`src/rtl/vec_ldst_agen.sv`:
```
module vec_ldst_agen #(
  parameter int AW = 64,
  parameter int IW = 16,
  parameter int OW = 32,
  parameter int LW = 7,
  parameter int WW = 4
) (
  input  logic          clk,
  input  logic          rst_n,
  input  logic          start,
  input  logic          is_store,
  input  logic [1:0]    mode_in,
  input  logic [IW-1:0] disp_in,
  input  logic [AW-1:0] base_in,
  input  logic [WW-1:0] width_in,
  input  logic [LW-1:0] vlen_in,
  output logic          out_valid,
  input  logic          out_ready,
  output logic [LW-1:0] out_index,
  output logic [OW-1:0] out_disp,
  output logic [AW-1:0] out_addr,
  output logic          done
);
  localparam logic [1:0] M_UNIT = 2'b01;
  localparam logic [1:0] M_ELEM = 2'b10;

  typedef enum logic [1:0] {S_IDLE, S_RUN, S_FIN} state_t;
  state_t state;

  logic          st_q;
  logic [1:0]    mode_q;
  logic [OW-1:0] imm_q;
  logic [AW-1:0] base_q;
  logic [WW-1:0] width_q;
  logic [LW-1:0] vlen_q;
  logic [LW-1:0] src_q, dst_q;

  logic [LW-1:0] step;
  logic [OW-1:0] step_w;
  logic          fire, last, take;

  assign step   = st_q ? dst_q : src_q;
  assign step_w = OW'(step);
  assign fire   = (state == S_RUN) && out_ready;
  assign last   = step == vlen_q - LW'(1);
  assign take   = start && (state == S_IDLE);

  always_comb begin
    case (mode_q)
      M_UNIT:  out_disp = imm_q + step_w * OW'(width_q);
      M_ELEM:  out_disp = imm_q * step_w;
      default: out_disp = imm_q;
    endcase
  end

  assign out_addr  = base_q + {{(AW-OW){out_disp[OW-1]}}, out_disp};
  assign out_index = step;
  assign out_valid = state == S_RUN;
  assign done      = state == S_FIN;

  always_ff @(posedge clk) begin
    if (!rst_n) begin
      state   <= S_IDLE;
      st_q    <= 1'b0;
      mode_q  <= '0;
      imm_q   <= '0;
      base_q  <= '0;
      width_q <= '0;
      vlen_q  <= '0;
      src_q   <= '0;
      dst_q   <= '0;
    end else begin
      case (state)
        S_IDLE: if (take) begin
          st_q    <= is_store;
          mode_q  <= mode_in;
          imm_q   <= {{(OW-IW){disp_in[IW-1]}}, disp_in};
          base_q  <= base_in;
          width_q <= width_in;
          vlen_q  <= vlen_in;
          src_q   <= '0;
          dst_q   <= '0;
          state   <= (vlen_in == '0) ? S_FIN : S_RUN;
        end
        S_RUN: if (fire) begin
          if (last) begin
            state <= S_FIN;
          end else begin
            src_q <= src_q + LW'(1);
            dst_q <= dst_q + LW'(1);
          end
        end
        default: state <= S_IDLE;
      endcase
    end
  end
endmodule

```
`config.mk`:
```
export PLATFORM = sky130hd
export DESIGN_NAME = vec_ldst_agen
export DESIGN_NICKNAME = d
export VERILOG_FILES = /design/src/rtl/vec_ldst_agen.sv
export SDC_FILE = /design/constraint.sdc
export NUM_CORES = 1
export LEC_CHECK = 0
export BUFFER_PORTS_ARGS = -buffer_cell sky130_fd_sc_hd__buf_2
export CAP_MARGIN = 20
export CORE_UTILIZATION = 60
export CTS_BUF_LIST = sky130_fd_sc_hd__clkbuf_8
export CTS_CLUSTER_SIZE = 24
export DETAILED_ROUTE_END_ITERATION = 8
export PLACE_DENSITY = 0.83
export SYNTH_ARGS = -nofsm -noshare
export SYNTH_HDL_FRONTEND = slang
export SYNTH_SLANG_ARGS = --single-unit
export TNS_END_PERCENT = 20
```
`constraint.sdc`:
```
create_clock -name clk -period 12.9 [get_ports clk]
set_input_delay 1.29 -clock clk [delete_from_list [all_inputs] [get_ports clk]]
set_output_delay 1.29 -clock clk [all_outputs]
set_load 0.02 [all_outputs]
```
=== After elaboration in Yosys (flattened, before gate mapping) ===
Cells that the tools add are included.

* Register bits: 110
* Input bits: 98

* Equality and inequality tests: 9
* $add $sub $neg: 5
* Reduce and logical (&&, ||, !) cells: 8
* Muxes and demuxes: 14
* Multipliers: 2

{| class="wikitable"
|+ Operators by type and width
! operator !! number
|-
| $add A64 B64 Y64 || 1
|-
| $pmux W32 S2 || 1
|-
| $mux W7 || 6
|-
| $pmux W7 S2 || 2
|-
| $mul A16 B8 Y24 || 1
|-
| $add A16 B12 Y17 || 1
|-
| $add A7 B1 Y7 const B || 2
|-
| $mul A7 B4 Y11 || 1
|-
| $mux W2 || 4
|-
| $eq A7 B7 Y1 || 1
|-
| $logic_not A7 Y1 || 1
|-
| $sub A7 B1 Y7 const B || 1
|-
| $eq A2 B1 Y1 const B || 2
|-
| $eq A2 B2 Y1 const B || 2
|-
| $ne A2 B1 Y1 const B || 2
|-
| $ne A2 B2 Y1 const B || 2
|-
| $pmux W2 S2 || 1
|-
| $reduce_and A4 Y1 || 1
|-
| $reduce_and A3 Y1 || 1
|-
| $logic_and A1 B1 Y1 || 2
|-
| $logic_not A2 Y1 || 1
|-
| $reduce_and A2 Y1 || 1
|-
| $reduce_bool A2 Y1 || 1
|}

=== Depth between registers and ports, before layout ===
* Word-level depth: 5
* Gate-level depth with buffers: 39
* Gate-level depth less buffers: 35

=== Worst setup path before layout ===
OpenSTA, ideal clock, no wires.

* Path type: register to output
* Start: register st_q
* End: output out_addr[63]
* Path slack: 1630 ps
* Stages on the path, launching flop included: 34
* Arrival: 9980 ps
* Path buffers: 3
* Cell sequence: dfxtp_1 -> buf_2 -> mux2i_1 -> inv_2 -> clkbuf_1 -> nand2_1 -> inv_1 -> fa_1 -> fa_1 -> fa_1 -> inv_1 -> fa_1 -> inv_1 -> ha_1 -> o21a_1 -> o21a_1 -> o21ai_0 -> nor2_1 -> a21oi_1 -> a21oi_1 -> xnor2_1 -> o21ai_1 -> ha_1 -> buf_4 -> a21oi_1 -> o21bai_1 -> a2111oi_0 -> nor3_1 -> a211oi_2 -> a21oi_1 -> a21oi_1 -> o21ai_1 -> xnor2_1 -> xnor2_1

* Word-level cells in the longest chain between the ends: 5

{| class="wikitable"
|+ Ends and longest elaborated chain
! item !! RTL line !! text
|-
| from (decl) || 30 || <nowiki>logic st_q;</nowiki>
|-
| from (signal assigned) || 75 || <nowiki>st_q <= is_store;</nowiki>
|-
| $mux W7 (*) || 42 || <nowiki>assign step = st_q ? dst_q : src_q;</nowiki>
|-
| named net out_index[2] || 19 || <nowiki>output logic [LW-1:0] out_index,</nowiki>
|-
| $mul A7 B4 Y11 || 50 || <nowiki>M_UNIT: out_disp = imm_q + step_w * OW'(width_q);</nowiki>
|-
| $add A16 B12 Y17 || 50 ||
|-
| $pmux W32 S2 (*) || 49 || <nowiki>case (mode_q)</nowiki>
|-
| named net out_disp[23] || 20 || <nowiki>output logic [OW-1:0] out_disp,</nowiki>
|-
| $add A64 B64 Y64 (*) || 56 || <nowiki>assign out_addr = base_q + {{(AW-OW){out_disp[OW-1]}}, out_disp};</nowiki>
|-
| to (decl) || 21 || <nowiki>output logic [AW-1:0] out_addr,</nowiki>
|}

The timed path passes the listed nets; every way through them passes the cells marked *.

=== Final worst setup path ===
* Start: register st_q
* End: output out_addr[61]

* Word-level cells in the longest chain between the ends: 5

{| class="wikitable"
|+ Ends and longest elaborated chain
! item !! RTL line
|-
| $mux W7 (*) || 42
|-
| $mul A7 B4 Y11 || 50
|-
| $add A16 B12 Y17 || 50
|-
| $pmux W32 S2 (*) || 49
|-
| $add A64 B64 Y64 (*) || 56
|}

Mark *: on every way between the ends. The rest lies on a longest branch, timed or not.

==> metrics.txt <==
status finished, final reports clean; reg2reg setup slack 9.25 ns; CTS H-Tree Depth 3; worst r2r path cells 11; Final setup violation count 0; Rows 55; die area 23,810 sq um; nature of the critical path startpoint register; number of antenna violations at the first check in global routing 2; register clock-pin slew on the reported worst setup and hold paths 0.13 ns; final non-filler cell total 2,215; via count of the first global-routing pass 12,740; sequential cell fraction of total power 35.7%; overall power after layout 1.054 mW; synthesized netlist net count 2,131; switching power of the nets 0.4627 mW; WP data arrival 9.94 ns; Post-Syn Instances 1,791; WP data required 11.61 ns; Total Neg Setup Slack 0 ns; Detailed Place HPWL 30,250 um; Hold Path Stages 2; reg2reg start st_q$_SDFFE_PN0P_; number of nets at the end of the flow 2,264; part of the total power dissipated in the clock network 20.7%; count of cell types in the netlist 82; layout cells sized above 1 13.63%; clock latency on the worst-skew pair 0.40 ns; Post-Synthesis Mean Instance Area 7.770 sq um; Hold-fix buffers, CTS 0; switching share of total power 43.90%; Hold/Removal Path Class reg2reg; final period utilization 87.03%; leading register cell type out of synthesis sky130_fd_sc_hd__dfxtp_1; post-synthesis cell area 13,920 sq um; most frequent cells in the layout 290 x sky130_fd_sc_hd__nand2_1, 202 x sky130_fd_sc_hd__buf_2, 184 x sky130_fd_sc_hd__inv_1; number of iterations in the first detailed-routing pass 5; Post-Place Cells 2,198; number of DRC violations after detailed routing 0; share of the yosys chip area belonging to registers 15.82%; Leakage Power 7.536 nW; DR vias 13,020; most common cell after layout, fill and taps aside sky130_fd_sc_hd__nand2_1; buffer depth of the longest clock path 2; Power Dens Cells 69.47 nW/um^2; number of register bits inferred by synthesis 110; transition time at the pin with the least slew margin 1.034 ns; largest net degree at the start of global routing 102; slowest CP cell sky130_fd_sc_hd__mux2i_1; clock tree from TritonCTS done; I/O Buffers 202; routed length per placed instance 17.29 um; Remaining Overflow, GRT 0; Internal Power 0.5912 mW; peak supply drop 0.05988 mV; # resized after CTS 0; Num CTS Buffers 9; unrepaired setup endpoints after global routing false; DR iter-0 viols 953; drt via density 5.877; initial standard-cell utilization of the core 61.28%; Antenna Nets Post-Route 0; Total Wirelength 38,290 um; global-route wire length before repair 62,760 um; clock sinks 110; total routing resource utilization after global routing 32.89%; yosys warns 0; worst-path fanout max 14; Layout Skew 0.01388 ns; worst reg2reg path endpoint src_q[5]$_SDFFE_PN0P_; Slew HR 31.03%; gpl congestion 0.9636; EDFF count, synth 0; FFs w/ async S/R, synth 0%; number of placed I/O pins 203; Worst Hold End base_q[0]$_SDFFE_PN0P_; fmax 89.07 MHz; Area growth syn-to-layout 9.018%; kind of end point of the critical path output pin; Die Y 154.3 um; combinational power share 43.6%; hold path startpoint base_q[0]$_SDFFE_PN0P_; Floorplan Core Area 22,710 sq um; largest incremental delay on the critical path 0.71 ns; number of slew-limit violations in the final report 0; Max Cap Viol 0; Root Buffer sky130_fd_sc_hd__clkbuf_8; crit path time final 11.23 ns; startpoint-to-endpoint class of the critical path reg2out; Hold Violations, Final 0; setup fix buffers added after clock tree synthesis 0; Die X-Extent 154.3 um
[power by group through the flow]
stage | registers [mW] | clock network (mW) | logic [mW]
global placement | 0.383 | 0 | 0.446
global route | 0.379 | 0.235 | 0.496
CTS | 0.376 | 0.221 | 0.454
floorplan | 0.374 | 0 | 0.324
finish | 0.376 | 0.218 | 0.460
detailed placement | 0.384 | 0 | 0.451
[worst max path at each step]
stage | slack, ns | from | endpoint
floorplan | 1.63 | st_q$_SDFFE_PN0P_ | out_addr[63]
global placement | 2.44 | st_q$_SDFFE_PN0P_ | out_addr[63]
detailed placement | 2.26 | st_q$_SDFFE_PN0P_ | out_addr[63]
CTS | 1.76 | st_q$_SDFFE_PN0P_ | out_addr[61]
global route | 0.91 | st_q$_SDFFE_PN0P_ | out_addr[63]
finish | 1.67 | st_q$_SDFFE_PN0P_ | out_addr[61]
[worst max-delay path, delay by kind of cell (launching register included)]
family,cells,cell delay (ns)
flops,1,0.63
buf+inv,4,0.79
mux,1,0.71
compound gates,12,3.11
fa+ha+maj,6,2.57
xor+xnor,2,0.28
simple gates,6,1.46
[cells in the mapped netlist, types with 3 or more instances]
cell	instances	area, sq um
sky130_fd_sc_hd__ha_1	144	1802
sky130_fd_sc_hd__and2_1	57	356.6
sky130_fd_sc_hd__nor3_1	22	110.1
sky130_fd_sc_hd__xor2_1	40	350.3
sky130_fd_sc_hd__buf_1	4	15.01
sky130_fd_sc_hd__a21boi_0	100	750.7
sky130_fd_sc_hd__nor4_1	3	18.77
sky130_fd_sc_hd__a31oi_1	7	43.79
sky130_fd_sc_hd__nor2_1	123	461.7
sky130_fd_sc_hd__a221oi_1	12	105.1
sky130_fd_sc_hd__a32oi_1	4	35.03
sky130_fd_sc_hd__a22oi_1	4	30.03
sky130_fd_sc_hd__buf_2	10	50.05
sky130_fd_sc_hd__o21a_1	15	112.6
sky130_fd_sc_hd__fa_1	98	1962
sky130_fd_sc_hd__nand2b_1	11	68.82
sky130_fd_sc_hd__nand3_1	32	160.2
sky130_fd_sc_hd__or3_1	3	18.77
sky130_fd_sc_hd__nand4_1	20	125.1
sky130_fd_sc_hd__o21bai_1	15	112.6
sky130_fd_sc_hd__o21ai_0	55	275.3
sky130_fd_sc_hd__buf_4	10	75.07
sky130_fd_sc_hd__a21oi_1	108	540.5
sky130_fd_sc_hd__a211oi_2	3	37.54
sky130_fd_sc_hd__mux2i_1	9	90.09
sky130_fd_sc_hd__o211ai_1	9	67.56
sky130_fd_sc_hd__nand2_1	291	1092
sky130_fd_sc_hd__dfxtp_1	110	2202
sky130_fd_sc_hd__a21o_1	44	330.3
sky130_fd_sc_hd__or2_2	4	25.02
sky130_fd_sc_hd__xnor2_1	78	683.2
sky130_fd_sc_hd__o31ai_1	4	30.03
sky130_fd_sc_hd__nor3b_1	3	22.52
sky130_fd_sc_hd__a211oi_1	10	75.07
sky130_fd_sc_hd__and3_1	10	62.56
sky130_fd_sc_hd__nor4b_1	4	35.03
sky130_fd_sc_hd__inv_1	184	690.7
sky130_fd_sc_hd__nor2b_1	12	75.07
sky130_fd_sc_hd__clkbuf_1	61	229.0
sky130_fd_sc_hd__o2111ai_1	3	26.28
[cell type report]
class / count / area [sq um]
Multi-Input combinational cell: 1407 / 10650
Fill cell: 1967 / 7538
Sequential cell: 110 / 2202
Timing Repair Buffer: 209 / 1064
Inverter: 187 / 701.9
Tap cell: 285 / 356.6
Clock buffer: 9 / 123.9
Clock inverter: 7 / 72.57
Antenna cell: 1 / 2.502
[routing by layer]
layer	vias up	global-route usage (%)	routed length, um	share of wire [%]
met3	112	4.511	2693	7.0
met4	2	13.39	1664	4.3
met5	-	0	13	0.034
li1	6260	-	-	-
met1	6153	42.55	16160	42
met2	490	55.45	17750	46
[sequential cells by signal, summed over array words and instances (netlist names)]
register	count
mode_q	2
imm_q	16
width_q	4
state	2
src_q	7
base_q	64
st_q	1
dst_q	7
vlen_q	7
[kinds of logic after synthesis]
| logic type | after synthesis | share of synthesized area, % |
|---|---|---|
| fa+ha+maj | 242 | 27.05 |
| simple gates | 605 | 19.61 |
| buf+inv | 274 | 7.813 |
| mux | 10 | 0.8092 |
| xor+xnor | 118 | 7.427 |
| flops | 110 | 15.82 |
| compound gates | 432 | 21.47 |
[through the flow]
stage                     hold WS (ns)  cell area, sq um  utilization (%)  setup slack (ns)
final                           0.4801             15170            66.80             1.673
after global routing            0.5011             15170            66.80            0.9060
after CTS                       0.4804             15170            66.79             1.761
after detailed placement        0.4649             14970            65.93             2.264
after global placement          0.4595             14970            65.93             2.443
after floorplan                 0.4478             13920                -             1.630
Power figures use the tool's default switching activity.
